--- config.mk ---
export PLATFORM = sky130hd
export DESIGN_NAME = cyc_irq_timer
export DESIGN_NICKNAME = d
export VERILOG_FILES = /design/src/rtl/cyc_irq_pkg.sv /design/src/rtl/cyc_irq_decode.sv /design/src/rtl/cyc_irq_term.sv /design/src/rtl/cyc_irq_counter.sv /design/src/rtl/cyc_irq_flag.sv /design/src/rtl/cyc_irq_timer.sv
export SDC_FILE = /design/constraint.sdc
export NUM_CORES = 1
export LEC_CHECK = 0
export ABC_CLOCK_PERIOD_IN_PS = 1400
export BUFFER_PORTS_ARGS = -buffer_cell sky130_fd_sc_hd__buf_4
export CORE_ASPECT_RATIO = 1.2
export CORE_MARGIN = 2
export CORE_UTILIZATION = 58
export CTS_CLUSTER_DIAMETER = 120
export DETAILED_ROUTE_END_ITERATION = 8
export MAX_ROUTING_LAYER = met4
export PLACE_DENSITY_LB_ADDON = 0.2
export SLEW_MARGIN = 20
export SYNTH_ARGS = -nofsm -noshare
export SYNTH_HDL_FRONTEND = slang
export SYNTH_SLANG_ARGS = --single-unit
--- constraint.sdc ---
create_clock -name m2_clk -period 1.4 [get_ports m2_clk]
set_input_delay 0.28 -clock m2_clk [delete_from_list [all_inputs] [get_ports m2_clk]]
set_output_delay 0.28 -clock m2_clk [all_outputs]
set_load 0.005 [all_outputs]
--- src/rtl/cyc_irq_pkg.sv ---
package cyc_irq_pkg;
  localparam int unsigned REG_ADDR_W = 4;
  localparam int unsigned BYTE_W     = 8;
  localparam int unsigned TERM_W     = 16;
  localparam int unsigned OFF_ACK    = 13;
  localparam int unsigned OFF_LOW    = 15;  // lane i sits at OFF_LOW - i
  localparam int unsigned LANES      = TERM_W / BYTE_W;
endpackage

--- src/rtl/cyc_irq_decode.sv ---
module cyc_irq_decode
  import cyc_irq_pkg::*;
#(
  parameter int unsigned ADDR_W = REG_ADDR_W,
  parameter int unsigned NLANE  = LANES
) (
  input  logic              clk,
  input  logic              rst_n,
  input  logic              wr_en,
  input  logic              a15,
  input  logic [ADDR_W-1:0] reg_sel,
  output logic [NLANE-1:0]  lane_we,
  output logic              ack_we,
  output logic              arm
);
  logic sel_ok;
  assign sel_ok = wr_en & a15;

  for (genvar i = 0; i < NLANE; i++) begin : g_lane
    localparam int unsigned OFF = OFF_LOW - i;
    assign lane_we[i] = sel_ok & (reg_sel == OFF[ADDR_W-1:0]);
  end

  assign ack_we = sel_ok & (reg_sel == OFF_ACK[ADDR_W-1:0]);
  assign arm    = lane_we[0];

  // at most one register strobe per cycle
  a_r8_single_strobe: assert property (@(posedge clk) disable iff (!rst_n)
    $onehot0({lane_we, ack_we}));
endmodule

--- src/rtl/cyc_irq_term.sv ---
module cyc_irq_term
  import cyc_irq_pkg::*;
#(
  parameter int unsigned DATA_W = BYTE_W,
  parameter int unsigned NLANE  = LANES,
  localparam int unsigned W     = DATA_W * NLANE
) (
  input  logic              clk,
  input  logic              rst_n,
  input  logic [NLANE-1:0]  lane_we,
  input  logic [DATA_W-1:0] wr_data,
  output logic [W-1:0]      term
);
  for (genvar i = 0; i < NLANE; i++) begin : g_byte
    logic [DATA_W-1:0] byte_q;
    logic [DATA_W-1:0] byte_d;

    always_comb begin
      byte_d = byte_q;
      if (lane_we[i]) byte_d = wr_data;
    end

    always_ff @(posedge clk or negedge rst_n) begin
      if (!rst_n)          byte_q <= '0;
      else if (lane_we[i]) byte_q <= byte_d;
    end

    assign term[i*DATA_W +: DATA_W] = byte_q;

    // a written lane holds the written byte
    a_r2_lane_store: assert property (@(posedge clk) disable iff (!rst_n)
      lane_we[i] |=> byte_q == $past(wr_data));
  end
endmodule

--- src/rtl/cyc_irq_counter.sv ---
module cyc_irq_counter #(
  parameter int unsigned CNT_W = 16
) (
  input  logic             clk,
  input  logic             rst_n,
  input  logic             arm,
  input  logic             ack,
  input  logic [CNT_W-1:0] term,
  output logic             hit,
  output logic             running
);
  logic [CNT_W-1:0] count_q, count_d;
  logic             run_q, run_d;
  logic             at_term;
  logic             cnt_en;

  assign at_term = (count_q == term);
  assign hit     = run_q & at_term & ~arm & ~ack;
  assign running = run_q;

  always_comb begin
    count_d = count_q;
    run_d   = run_q;
    if (ack) begin
      run_d = 1'b0;
    end else if (arm) begin
      count_d = '0;
      run_d   = 1'b1;
    end else if (run_q) begin
      if (at_term) run_d   = 1'b0;
      else         count_d = count_q + 1'b1;
    end
  end

  assign cnt_en = ack | arm | run_q;

  always_ff @(posedge clk or negedge rst_n) begin
    if (!rst_n) begin
      count_q <= '0;
      run_q   <= 1'b0;
    end else if (cnt_en) begin
      count_q <= count_d;
      run_q   <= run_d;
    end
  end

  // start write clears the count and runs
  a_r3_arm_restarts: assert property (@(posedge clk) disable iff (!rst_n)
    (arm && !ack) |=> (count_q == '0) && run_q);
  // count frozen while stopped
  a_r5_frozen_when_idle: assert property (@(posedge clk) disable iff (!rst_n)
    (!run_q && !arm) |=> $stable(count_q));
  // acknowledge stops counting
  a_r6_ack_stops: assert property (@(posedge clk) disable iff (!rst_n)
    ack |=> !run_q);
endmodule

--- src/rtl/cyc_irq_flag.sv ---
module cyc_irq_flag (
  input  logic clk,
  input  logic rst_n,
  input  logic hit,
  input  logic ack,
  input  logic running,
  output logic pend
);
  logic pend_q, pend_d;

  always_comb begin
    pend_d = pend_q;
    if (ack)      pend_d = 1'b0;
    else if (hit) pend_d = 1'b1;
  end

  always_ff @(posedge clk or negedge rst_n) begin
    if (!rst_n) pend_q <= 1'b0;
    else        pend_q <= pend_d;
  end

  assign pend = pend_q;

  // pending survives until acknowledged
  a_r5_irq_held: assert property (@(posedge clk) disable iff (!rst_n)
    (pend_q && !ack) |=> pend_q);
  // acknowledge releases the line
  a_r6_ack_clears: assert property (@(posedge clk) disable iff (!rst_n)
    ack |=> !pend_q);
  // rises only after a match
  a_r4_set_only_on_hit: assert property (@(posedge clk) disable iff (!rst_n)
    (!pend_q && !hit) |=> !pend_q);
  // a match stops the counter
  a_r5_stop_on_hit: assert property (@(posedge clk) disable iff (!rst_n)
    hit |=> !running);
endmodule

--- src/rtl/cyc_irq_timer.sv ---
module cyc_irq_timer
  import cyc_irq_pkg::*;
(
  input  logic                  m2_clk,
  input  logic                  rst_n,
  input  logic                  wr_en,
  input  logic                  a15,
  input  logic [REG_ADDR_W-1:0] reg_sel,
  input  logic [BYTE_W-1:0]     wr_data,
  output logic                  irq_n
);
  localparam int unsigned SYNC_STAGES = 2;

  logic [SYNC_STAGES-1:0] rst_pipe;
  logic                   rst_int_n;

  always_ff @(posedge m2_clk or negedge rst_n) begin
    if (!rst_n) rst_pipe <= '0;
    else        rst_pipe <= {rst_pipe[SYNC_STAGES-2:0], 1'b1};
  end
  assign rst_int_n = rst_pipe[SYNC_STAGES-1];

  logic [LANES-1:0]  lane_we;
  logic              ack_we;
  logic              arm;
  logic [TERM_W-1:0] term;
  logic              hit;
  logic              running;
  logic              pend;

  cyc_irq_decode #(.ADDR_W(REG_ADDR_W), .NLANE(LANES)) u_dec (
    .clk(m2_clk), .rst_n(rst_int_n), .wr_en(wr_en), .a15(a15),
    .reg_sel(reg_sel), .lane_we(lane_we), .ack_we(ack_we), .arm(arm));

  cyc_irq_term #(.DATA_W(BYTE_W), .NLANE(LANES)) u_term (
    .clk(m2_clk), .rst_n(rst_int_n), .lane_we(lane_we),
    .wr_data(wr_data), .term(term));

  cyc_irq_counter #(.CNT_W(TERM_W)) u_cnt (
    .clk(m2_clk), .rst_n(rst_int_n), .arm(arm), .ack(ack_we),
    .term(term), .hit(hit), .running(running));

  cyc_irq_flag u_flag (
    .clk(m2_clk), .rst_n(rst_int_n), .hit(hit), .ack(ack_we),
    .running(running), .pend(pend));

  assign irq_n = ~pend;

  // line released while in reset
  a_r1_reset_released: assert property (@(posedge m2_clk)
    !rst_int_n |=> irq_n);
endmodule

==> results.txt <==
STA classifies the critical path startpoint as a register. The I/O pin count is 17. The share of post-route cells with drive strength above 1 came out at 0.4760. The first-pass GRT wire length came out at about 6.4 mm. Counting flops with a built-in enable in the synthesized netlist gives 0.

The combinational share of power is 0.368. The clock tree from TritonCTS is yes. The warning count from the yosys run is 0. The internal power contribution is 2.248 mW. In the post-route analysis, the smallest setup slack over all paths is -0.4113 ns. The final-layout fill cell count is about 170. Across the run, the number of max-cap violations was 0.

The port buffer count came out at 16. In the post-synthesis netlist, the cell with the most instances is sky130_fd_sc_hd__dfrtp_1. For this block, the initial DRC count from the detailed router was 38. The mean instance size in the synthesized netlist came out at around 12 um2. The final routed wirelength across all metal layers came out at between 4 and 5 mm. The core occupancy in the finished layout is 0.8111. The clock slew at the register clock pins of the worst setup and hold paths is approximately 0.11 ns. Setup repair after global routing could not meet its margin everywhere. The worst setup path is captured at a register. The maximum clock skew at final layout is around 0.013 ns.

The share of total power dissipated in the clock network is 0.169. The number of antenna violations at the first check in global routing came out at 0. The clock drives 36 sinks. The final max-slew violation count came to 0.

The largest incremental delay on the critical path is about 0.43 ns. The detailed-route DRC error count came out at 0. The CTS buffer count is 5. Based on the critical path, the design can be clocked at up to around 0.55 GHz. The post-detailed-route count of antenna-violating nets came out at 0.

The net count of the finished layout came out at ~220. Ranked by total cell area, the synthesized netlist is headed by sky130_fd_sc_hd__dfrtp_1 51%, sky130_fd_sc_hd__mux2_2 10%, sky130_fd_sc_hd__xnor2_1 7.9%. In the finished design, the share of the clock period the worst path needs comes to 1.294.

The number of instances in the synthesized netlist is roughly 150. The unique cell type count in the Yosys netlist came out at 33. At the end of routability-driven placement, the weighted congestion stood at ~0.93.

Dividing total power by cell area gives a power density of 1410 nW/um2. The growth of design area from synthesis to finish came out at 36.49%. The number of endpoints failing setup at the final stage came out at 18.

The die area came out at between 3000 and 4000 um2. The worst hold slack came out at 0.1705 ns. The dominant synthesized flop cell is sky130_fd_sc_hd__dfrtp_1. The vertical die dimension is approximately 65 um.

The floorplan step defined a core boundary enclosing between 3000 and 4000 um2. The number of H-tree levels is 2. The number of global-route vias before repair came out at 1455. The sum of negative setup slack is -5.540 ns. The total of flip-flops plus latches after synthesis came out at 36. The routed length per placed instance came out at around 17 um. The net count after synthesis came out at around 170. The vias after detailed routing is between 1000 and 1500. The slowest stage cell on the critical path is sky130_fd_sc_hd__dfrtp_1. The arrival time of the worst setup path came out at between 2 and 2.5 ns. The total count of hold-check failures in the final report came to 0. The share of synthesized area occupied by flip-flops and latches came out at 0.5053.

In this run the clock root is driven by a sky130_fd_sc_hd__clkbuf_4. The effective utilization at floorplan is 0.5942. The flow ran to the end, but the final reports show violations. From left edge to right edge, the die measures 54.62 um.

The detail-routed via count per cell came out at 5.844. In this run the worst hold path is classified as input port to register. The area of the mapped netlist is approximately 1800 um2. The sum of overflow across all layers after global routing came out at 0. For the worst setup path, the data required time is 1.68 ns. The switching power total came out at between 1 and 1.5 mW. The checks that failed: negative setup slack. The minimum period implied by the final worst setup slack came out at about 1.8 ns. The share of flip-flops with an asynchronous set or reset came out at 1.000. The share of the synthesized area in the top cell type is 0.5053. The placed wire-length estimate is around 2.8 mm. Walking the worst path, the cells encountered are xnor2_1, nand4_1, nor4_4, buf_4, buf_6, nor4_2, mux2i_1. Of the total power, the share spent switching nets is 0.3452. The global router's overall resource usage came out at 0.2615.

The maximum buffer depth of the clock tree is 2. By startpoint and endpoint, the worst setup path is classified as register to register. The insertion delay of the later-clocked pin in the worst-skew pair is approximately 0.34 ns. The largest net degree at the start of global routing is 35. The number of rows created at floorplan came out at 22. The reported leakage power is 1.038 nW. The sum of internal, switching and leakage power came out at about 3.4 mW.

Ranked by instance count, the synthesized netlist is headed by 36 x sky130_fd_sc_hd__dfrtp_1, 18 x sky130_fd_sc_hd__nand2_1, 16 x sky130_fd_sc_hd__mux2_2, 16 x sky130_fd_sc_hd__xnor2_1, 11 x sky130_fd_sc_hd__mux2i_1. The highest net fanout along the worst path is 5. The antenna diode instance count came out at 0.

The first TritonRoute pass finished after 4 iterations. Of the total power, registers draw 0.463. sky130_fd_sc_hd__dfrtp_1 takes more of the synthesized area than any other cell.

The peak ir drop on the vdd network is ~1400 uV.
power by group through the flow:
stage	clock, mW	combinational, mW	sequential (mW)
floorplan	0	0.639	1.56
global route	0.636	1.36	1.62
finish	0.579	1.26	1.59
CTS	0.586	1.18	1.55
global placement	0	0.980	1.57
detailed placement	0	1.05	1.59
cell usage in the layout (no fill, tap or decap), types with 3 or more instances in the layout:
cell type / instances
sky130_fd_sc_hd__mux2_2: 16
sky130_fd_sc_hd__xnor2_1: 15
sky130_fd_sc_hd__mux2i_1: 11
sky130_fd_sc_hd__nand3_1: 4
sky130_fd_sc_hd__nand2_1: 18
sky130_fd_sc_hd__dfrtp_2: 4
sky130_fd_sc_hd__dfrtp_1: 32
sky130_fd_sc_hd__buf_6: 3
sky130_fd_sc_hd__clkbuf_4: 5
sky130_fd_sc_hd__nor4_2: 3
sky130_fd_sc_hd__nand4_1: 5
sky130_fd_sc_hd__nor4_4: 3
sky130_fd_sc_hd__buf_4: 47
sky130_fd_sc_hd__inv_1: 4
what timing repair did:
item,in CTS,in global routing
setup endpoints to repair,18,18
pin swaps,9,7
setup buffers,6,3
resized for setup,8,22
hold endpoints to repair,2,0
cloned,1,1
hold buffers,1,0
routing by layer:
metal | part of all wire | wire length, um | track usage
met1 | 0.40 | 1684 | 0.3271
met2 | 0.52 | 2216 | 0.4152
met3 | 0.050 | 212 | 0.05069
met4 | 0.026 | 109 | 0.09375
met5 | 0 | 0 | -
through the flow:
step	instances	setup WS [ns]	area (um2)
6_report	244	-0.4113	2434
5_1_grt	244	-0.4466	2434
4_1_cts	240	-0.3058	2305
3_5_place_dp	224	-0.3401	2161
3_3_place_gp	224	-0.2924	2161
2_1_floorplan	154	-0.2967	1834
cell type report:
type                    count  area (um2)  share of cell area
well taps                  36       45.04             0.01851
clock buffers               8       58.81             0.02416
flip-flops and latches     36       905.9              0.3722
repair buffers             53       436.7              0.1794
multi-input cells         107       972.2              0.3995
inverters                   4       15.01            0.006170
worst max-delay path, delay by kind of cell, from the launching register on:
family	cells	cell delay, ns
AND/OR/NAND/NOR	3	0.65
flip-flops	1	0.43
buffers and inverters	2	0.30
multiplexers	1	0.22
XOR/XNOR	1	0.15
final timing paths:
check                                                   from                                     end  slack [ns]  cells past startpoint
worst max register to register  u_cnt.count_q[6]$_DFFE_PN0P_           u_cnt.count_q[10]$_DFFE_PN0P_       -0.41                      7
worst min-delay path                              wr_data[4]  u_term.g_byte[1].byte_q[4]$_DFFE_PN0P_        0.17                      2
min in group asynchronous                              rst_n                   rst_pipe[1]$_DFF_PN0_        0.25                      2
worst max-delay path            u_cnt.count_q[6]$_DFFE_PN0P_           u_cnt.count_q[10]$_DFFE_PN0P_       -0.41                      7
max in group asynchronous              rst_pipe[1]$_DFF_PN0_            u_cnt.count_q[0]$_DFFE_PN0P_        0.79                      1
worst min register to register         rst_pipe[1]$_DFF_PN0_            u_cnt.count_q[5]$_DFFE_PN0P_        0.26                      1
state kept, by name, summed over array words and instances (netlist names):
register	cells
u_cnt.count_q	16
u_term.g_byte.byte_q	16
rst_pipe	2
u_cnt.running	1
u_flag.pend	1
kinds of logic (layout without fill, tap and decap cells):
kind of cell,after synthesis,count (layout),synth area share
adder cells (fa/ha/maj),1,1,0.007016
multiplexers,27,27,0.1628
other,1,1,0.002103
AND/OR/NAND/NOR,48,48,0.1537
buffers and inverters,11,65,0.02877
XOR/XNOR,16,16,0.07859
flip-flops,36,36,0.5053
AO/OA/AOI/OAI,14,14,0.06176
Note: power is estimated with default switching activity, not from simulation.
